<file path="src/rtl/rxf_pkg.sv">
package rxf_pkg;
  localparam int MODE_W      = 16;
  localparam int STAT_W      = 16;
  localparam int RUNT_OK_BIT = 14;
  localparam int BCAST_BIT   = 13;
  localparam int PROMISC_BIT = 12;
  localparam int ALLMC_BIT   = 11;
  localparam int ST_MC_BIT   = 8;
  localparam int ST_BC_BIT   = 7;
endpackage

</file>
<file path="src/rtl/rxf_dest_capture.sv">
module rxf_dest_capture #(
  parameter int ADDR_BYTES = 6,
  parameter int MIN_LEN    = 60
) (
  input  logic                    clk,
  input  logic                    rst_n,
  input  logic                    in_valid,
  input  logic                    in_ready,
  input  logic [7:0]              in_data,
  input  logic                    in_last,
  output logic [ADDR_BYTES*8-1:0] dest,
  output logic                    settle,
  output logic                    is_runt
);
  localparam int CNT_W = $clog2(MIN_LEN + 1);
  localparam logic [CNT_W-1:0] LAST_IDX = CNT_W'(MIN_LEN - 1);

  logic [CNT_W-1:0] cnt;
  logic             decided;
  logic             fire;
  logic             reached;

  assign fire    = in_valid && in_ready;
  assign reached = (cnt == LAST_IDX);
  assign settle  = fire && !decided && (reached || in_last);
  assign is_runt = !reached;

  always_ff @(posedge clk or negedge rst_n) begin
    if (!rst_n) begin
      cnt     <= '0;
      decided <= 1'b0;
    end else if (fire) begin
      if (in_last) begin
        cnt     <= '0;
        decided <= 1'b0;
      end else begin
        if (!reached) cnt <= cnt + 1'b1;
        if (settle) decided <= 1'b1;
      end
    end
  end

  for (genvar b = 0; b < ADDR_BYTES; b++) begin : g_byte
    always_ff @(posedge clk or negedge rst_n) begin
      if (!rst_n) begin
        dest[b*8 +: 8] <= '0;
      end else if (fire && !decided && cnt == CNT_W'(b)) begin
        dest[b*8 +: 8] <= in_data;
      end
    end
  end

  a_r10_stall_keeps_count: assert property (@(posedge clk) disable iff (!rst_n)
    !in_ready |=> $stable(cnt));

  a_r8_single_settle: assert property (@(posedge clk) disable iff (!rst_n)
    (settle && !in_last) |=> decided);
endmodule

</file>
<file path="src/rtl/rxf_addr_cam.sv">
module rxf_addr_cam #(
  parameter int ENTRIES = 16,
  parameter int ADDR_W  = 48
) (
  input  logic                        clk,
  input  logic                        rst_n,
  input  logic                        cam_we,
  input  logic [$clog2(ENTRIES)-1:0]  cam_idx,
  input  logic [ADDR_W-1:0]           cam_wdata,
  input  logic                        mask_we,
  input  logic [ENTRIES-1:0]          mask_wdata,
  input  logic [ADDR_W-1:0]           key,
  output logic                        hit,
  input  logic                        hold_mode,
  input  logic [$clog2(ENTRIES)-1:0]  rd_idx,
  input  logic [1:0]                  rd_word,
  output logic [15:0]                 rd_data
);
  localparam int IDX_W = $clog2(ENTRIES);
  localparam int WORDS = ADDR_W / 16;

  logic [ADDR_W-1:0]  ent [ENTRIES];
  logic [ENTRIES-1:0] en_mask;
  logic [ENTRIES-1:0] hit_vec;

  always_ff @(posedge clk or negedge rst_n) begin
    if (!rst_n) en_mask <= '0;
    else if (mask_we) en_mask <= mask_wdata;
  end

  for (genvar e = 0; e < ENTRIES; e++) begin : g_ent
    always_ff @(posedge clk or negedge rst_n) begin
      if (!rst_n) ent[e] <= '0;
      else if (cam_we && cam_idx == IDX_W'(e)) ent[e] <= cam_wdata;
    end
    assign hit_vec[e] = en_mask[e] && (ent[e] == key);
  end

  assign hit = |hit_vec;

  always_comb begin
    rd_data = '0;
    if (hold_mode && int'(rd_word) < WORDS) begin
      rd_data = ent[rd_idx][int'(rd_word)*16 +: 16];
    end
  end

  a_r7_cleared_mask_no_hit: assert property (@(posedge clk) disable iff (!rst_n)
    ($past(mask_we) && $past(mask_wdata) == '0) |-> !hit);
endmodule

</file>
<file path="src/rtl/rxf_rule_select.sv">
module rxf_rule_select
  import rxf_pkg::*;
#(
  parameter int ADDR_W = 48
) (
  input  logic              clk,
  input  logic              rst_n,
  input  logic              settle,
  input  logic              is_runt,
  input  logic [ADDR_W-1:0] dest,
  input  logic [MODE_W-1:0] mode,
  input  logic              cam_hit,
  output logic              dec_valid,
  output logic              dec_accept,
  output logic [STAT_W-1:0] dec_status
);
  logic              v_acc;
  logic [STAT_W-1:0] v_st;

  always_comb begin
    v_acc = 1'b0;
    v_st  = '0;
    if (is_runt) begin
      v_acc = mode[RUNT_OK_BIT];
    end else if (mode[PROMISC_BIT] && !dest[0]) begin
      v_acc = 1'b1;
    end else if (mode[ALLMC_BIT] && dest[0]) begin
      v_acc = 1'b1;
      v_st[ST_MC_BIT] = 1'b1;
    end else if (mode[BCAST_BIT] && (&dest)) begin
      v_acc = 1'b1;
      v_st[ST_BC_BIT] = 1'b1;
    end else begin
      v_acc = cam_hit;
    end
  end

  always_ff @(posedge clk or negedge rst_n) begin
    if (!rst_n) begin
      dec_valid  <= 1'b0;
      dec_accept <= 1'b0;
      dec_status <= '0;
    end else begin
      dec_valid  <= settle;
      dec_accept <= settle && v_acc;
      dec_status <= settle ? v_st : '0;
    end
  end

  a_r4_type_onehot: assert property (@(posedge clk) disable iff (!rst_n)
    $onehot0({dec_status[ST_MC_BIT], dec_status[ST_BC_BIT]}));

  a_r6_typed_means_accept: assert property (@(posedge clk) disable iff (!rst_n)
    (dec_status != '0) |-> (dec_valid && dec_accept));

  a_r1_quiet_between: assert property (@(posedge clk) disable iff (!rst_n)
    !dec_valid |-> (!dec_accept && dec_status == '0));
endmodule

</file>
<file path="src/rtl/rxf_filter.sv">
module rxf_filter
  import rxf_pkg::*;
#(
  parameter int NUM_ENTRIES = 16,
  parameter int ADDR_BYTES  = 6,
  parameter int MIN_LEN     = 60
) (
  input  logic                           clk,
  input  logic                           rst_n,
  input  logic                           hold_mode,
  input  logic [MODE_W-1:0]              mode_bits,
  input  logic                           in_valid,
  output logic                           in_ready,
  input  logic [7:0]                     in_data,
  input  logic                           in_last,
  input  logic                           cam_we,
  input  logic [$clog2(NUM_ENTRIES)-1:0] cam_idx,
  input  logic [ADDR_BYTES*8-1:0]        cam_wdata,
  input  logic                           mask_we,
  input  logic [NUM_ENTRIES-1:0]         mask_wdata,
  input  logic [$clog2(NUM_ENTRIES)-1:0] cam_rd_idx,
  input  logic [1:0]                     cam_rd_word,
  output logic [15:0]                    cam_rd_data,
  output logic                           dec_valid,
  output logic                           dec_accept,
  output logic [STAT_W-1:0]              dec_status
);
  localparam int ADDR_W = ADDR_BYTES * 8;

  logic [ADDR_W-1:0] dest;
  logic              settle;
  logic              is_runt;
  logic              cam_hit;

  assign in_ready = !hold_mode;

  rxf_dest_capture #(.ADDR_BYTES(ADDR_BYTES), .MIN_LEN(MIN_LEN)) u_cap (
    .clk(clk), .rst_n(rst_n), .in_valid(in_valid), .in_ready(in_ready),
    .in_data(in_data), .in_last(in_last), .dest(dest), .settle(settle),
    .is_runt(is_runt)
  );

  rxf_addr_cam #(.ENTRIES(NUM_ENTRIES), .ADDR_W(ADDR_W)) u_cam (
    .clk(clk), .rst_n(rst_n), .cam_we(cam_we), .cam_idx(cam_idx),
    .cam_wdata(cam_wdata), .mask_we(mask_we), .mask_wdata(mask_wdata),
    .key(dest), .hit(cam_hit), .hold_mode(hold_mode), .rd_idx(cam_rd_idx),
    .rd_word(cam_rd_word), .rd_data(cam_rd_data)
  );

  rxf_rule_select #(.ADDR_W(ADDR_W)) u_sel (
    .clk(clk), .rst_n(rst_n), .settle(settle), .is_runt(is_runt),
    .dest(dest), .mode(mode_bits), .cam_hit(cam_hit),
    .dec_valid(dec_valid), .dec_accept(dec_accept), .dec_status(dec_status)
  );

  a_r8_verdict_follows_settle: assert property (@(posedge clk) disable iff (!rst_n)
    dec_valid |-> $past(settle));
endmodule

</file>
<file path="config.mk">
export PLATFORM = sky130hd
export DESIGN_NAME = rxf_filter
export DESIGN_NICKNAME = d
export VERILOG_FILES = /design/src/rtl/rxf_pkg.sv /design/src/rtl/rxf_dest_capture.sv /design/src/rtl/rxf_addr_cam.sv /design/src/rtl/rxf_rule_select.sv /design/src/rtl/rxf_filter.sv
export SDC_FILE = /design/constraint.sdc
export NUM_CORES = 2
export LEC_CHECK = 0
export CAP_MARGIN = 20
export CORE_MARGIN = 4
export CORE_UTILIZATION = 52
export CTS_CLUSTER_DIAMETER = 80
export DETAILED_ROUTE_END_ITERATION = 8
export DONT_BUFFER_PORTS = 1
export PLACE_DENSITY = 0.67
export SLEW_MARGIN = 10
export SYNTH_ARGS = -nofsm -noshare
export SYNTH_HDL_FRONTEND = slang
export SYNTH_SLANG_ARGS = --single-unit
</file>
<file path="constraint.sdc">
create_clock -name clk -period 4.01 [get_ports clk]
set_input_delay 0.401 -clock clk [delete_from_list [all_inputs] [get_ports clk]]
set_output_delay 0.401 -clock clk [all_outputs]
set_load 0.1 [all_outputs]
</file>
==> impl_metrics.csv <==
group,metric,value,unit
cts,postCtsSetupRepairBufs,0,
logic_synthesis,synth_adder_area_share,0.00107,
global_routing,grt-ovfl-total,0,
logic_synthesis,ys_types,51,
global_routing,use_met2,0.676,
critical_path,rr_startpoint,"u_cap.dest[19]",
worst_hold_path,min_from,"cam_wdata[21]",
logic_synthesis,synth_top_family_by_area,"multiplexers",
logic_synthesis,netlist_area,46700,um2
cts,cts_sinks,843,
worst_hold_path,holdPathStages,2,
place,hpwl,172000,um
logic_synthesis,synthMuxAreaShare,0.319,
floorplanning,die_w,308,um
logic_synthesis,yosys.area_share.simple,0.0459,
global_routing,grtUsageMet3,0.226,
logic_synthesis,synth_seq_cells,843,
critical_path,worstSetupStartpointType,"register",
sta,setup_violations,2,
worst_hold_path,holdCritPathClass,"in2reg",
cts,cts_tree,"yes",
critical_path,critPathMaxFanout,3,
global_routing,grt_pass1_wl,312000,um
logic_synthesis,synth_edf_count,0,
logic_synthesis,synthXorXnorAreaFrac,0.131,
run,maxCapViolCount,0,
floorplanning,core,88800,um2
place,port-buffer-count,0,
power_and_ir_drop,power_density,750,nW/um2
critical_path,rr_endpoint,"u_sel.dec_accept",
cts,htree_levels,3,
global_routing,gr-usage-met1,0.614,
logic_synthesis,async_reset_ff_frac,1.00,
cts,clockBufferDepth,3,
final_layout,final_nets,3714,
logic_synthesis,syn_area_per_cell,13.4,um2
drt,antenna_left,0,
drt,vias,35300,
final_layout,postLayoutCellArea,53200,um2
logic_synthesis,ys_seq_area_frac,0.452,
global_routing,track_usage,0.497,
sta,finalCritPeriodShare,1.01,
floorplanning,initial_utilization,0.526,
power_and_ir_drop,ir_drop,0.000469,V
sta,finalSetupTns,-0.0658,ns
critical_path,r2r_cells,7,
global_routing,antenna_found_initial,43,
worst_hold_path,whs_endpoint,"u_cam.ent[213]",
sta,fin_skew,0.0248,ns
logic_synthesis,synth_area_leaders,"dfrtp_1, mux2_2, mux4_2",
sta,post-route-min-period,4.06,ns
drt,drt-initial-drc-count,5585,
logic_synthesis,ys_warn_count,0,
sta,rsz0062_at_grt,"false",
sta,timing.fmax,0.246,GHz
logic_synthesis,yosysTopAreaCell,"dfrtp_1",
cts,cts_buffers,95,
floorplanning,die_h,308,um
drt,vias_per_cell,7.25,
sta,finalHoldViolCount,0,
global_routing,grt-busiest-layer,"met2",
global_routing,grt_max_degree,844,
sta,maxSlewViolCount,0,
outcome,outcome,"complete, but fails checks",
sta,final.setup.worst_slack,-0.0478,ns
global_routing,grt_pass1_vias,34000,
outcome,violations,"negative setup slack",
critical_path,critPathRequiredTime,3.61,ns
critical_path,crit_type,"reg2out",
final_layout,fillCellCount,6957,
floorplanning,num_rows,109,
final_layout,area_growth,13.9,%
drt,routedWlPerCell,48.4,um
place,place_congestion,1.11,
drt,totalWireLength,236000,um
logic_synthesis,synth_top_area_frac,0.452,
logic_synthesis,synthFlopType,"dfrtp_1",
final_layout,drive_gt1_frac,0.400,
logic_synthesis,synth_cells,3480,
critical_path,endpoint_kind,"primary output",
floorplanning,die-area,94700,um2
critical_path,critPathArrivalTime,3.66,ns
drt,dr.pass1.iters,7,
sta,maxSlewHeadroom,0.0791,
cts,path_clk_slew,0.06,ns
cts,cts_root_buffer,"clkbuf_16",
floorplanning,num_io_pins,140,
place,pre_cts_ws,0.554,ns
cts,clock_latency,0.72,ns
power_and_ir_drop,p_leak,22.5,nW
logic_synthesis,synth_compound_area_frac,0.0180,
sta,tightest_slew,1.38,ns
critical_path,r2r_setup_slack,0.32,ns
drt,drc,0,
place,placed_area,48800,um2
[Yosys cell counts (all sizes together) (2+ instances only)]
cell and count:
nand2 24, a221oi 3, clkbuf 138, a31oi 2, dfrtp 843, nor2 23
nand3 22, mux4 240, inv 63, nand3b 2, a2111oi 5, or4 5
o21ai 17, buf 165, xnor2 305, nor4b 3, a222oi 4, o2111ai 5
o22ai 42, nor3 20, xor2 393, and2 16, o211ai 4, nand4 108
a21oi 4, nor4 114, mux2 827, a22o 8, mux2i 17, nand2b 13
o221ai 3, ha 4, o32ai 2, or3 2, nor2b 11, a2111o 2
a22oi 2, nor3b 2, o2bb2ai 9
[where the power goes]
group	leakage (nW)	total [mW]	switching [mW]	internal (mW)
clock network	1.60	9.17	3.92	5.25
logic	10.6	17.2	11.0	6.13
registers	10.4	13.5	3.04	10.5
[worst max-delay path, cell delays in order (launching register included)]
cell	delay [ns]
dfrtp_1	0.43
mux4_2	0.54
mux4_2	0.55
mux2i_1	0.64
o22ai_1	0.22
and2_1	0.55
[routing by layer]
layer,part of all wire,up-vias
met4,0.10,30
met2,0.40,3064
met3,0.15,823
met1,0.35,18500
met5,0.0014,-
li1,-,12900
[stage by stage]
| stage | instances | utilization | power (mW) | hold WS [ns] |
|---|---|---|---|---|
| after floorplan | 3493 | - | 20.2 | 0.105 |
| after global placement | 4570 | 0.549 | 28.7 | 0.133 |
| after detailed placement | 4572 | 0.550 | 29.0 | 0.145 |
| after CTS | 4841 | 0.596 | 38.3 | -0.588 |
| after global routing | 4855 | 0.599 | 39.9 | 0.0558 |
| final | 4870 | 0.599 | 39.9 | 0.0622 |
[area by class of cell]
type                    instances  area, um2  share of cell area
diodes                         21       52.6            0.000988
flip-flops and latches        843      21100               0.397
inverters                      63        236             0.00445
clock inverters                44        467             0.00878
clock buffers                 132       2750              0.0517
repair buffers                318       2910              0.0547
multi-input cells            2284      24200               0.455
well taps                    1165       1460              0.0274
[placed cells by master (no fill, tap or decap), types with 4 or more instances in the layout]
cell type,instances
o2111ai_1,5
mux4_2,240
o211ai_1,4
o22ai_1,42
clkbuf_8,21
buf_4,203
or4_1,5
nand2b_1,10
nor2b_1,10
o2bb2ai_1,9
nor4_1,113
clkbuf_16,96
and2_1,15
buf_12,13
ha_1,4
dlygate4sd3_1,93
xnor2_1,305
dfrtp_1,843
mux2i_1,16
xor2_1,393
clkinv_2,26
nor2_4,9
a2111oi_0,5
nand2_1,23
buf_16,5
diode_2,21
nor3_1,20
a21oi_1,4
clkbuf_1,15
nor2_1,14
a22o_1,8
a222oi_1,4
o21ai_0,17
mux2_2,826
inv_1,63
nand3_1,22
bufinv_16,7
nand4_1,108
conb_1,14
[worst max-delay path by stage]
stage	start	end	cells past startpoint
after floorplan	cam_rd_idx[0]	cam_rd_data[10]	8
after detailed placement	cam_rd_idx[0]	cam_rd_data[10]	5
after global routing	u_cam.ent[230]	cam_rd_data[6]	5
final	u_cam.ent[230]	cam_rd_data[6]	5
after global placement	cam_rd_idx[0]	cam_rd_data[10]	5
after CTS	u_cam.ent[230]	cam_rd_data[6]	5
[logic make-up after synthesis]
group / after synthesis
other: 1
buffers and inverters: 366
AOI/OAI and AO/OA: 117
xor gates and xnor gates: 698
DFF: 843
muxes: 1084
and+or+nand+nor: 367
adders and majority gates: 4
[sequential cells by signal, summed over array words and instances, names as in the netlist]
name,cells
u_cam.en_mask,16
u_cap.dest,48
u_sel.dec_valid,1
u_cap.decided,1
u_cap.cnt,6
u_sel.dec_status,2
u_sel.dec_accept,1
u_cam.ent,768
[repair_timing]
action,in CTS,in global routing
pin swaps,0,0
hold endpoints to repair,1685,388
hold buffers,93,2
endpoints found under the setup margin,1,1
gates cloned,0,0
gates resized for setup,1,1
Power figures use the tool's default switching activity.
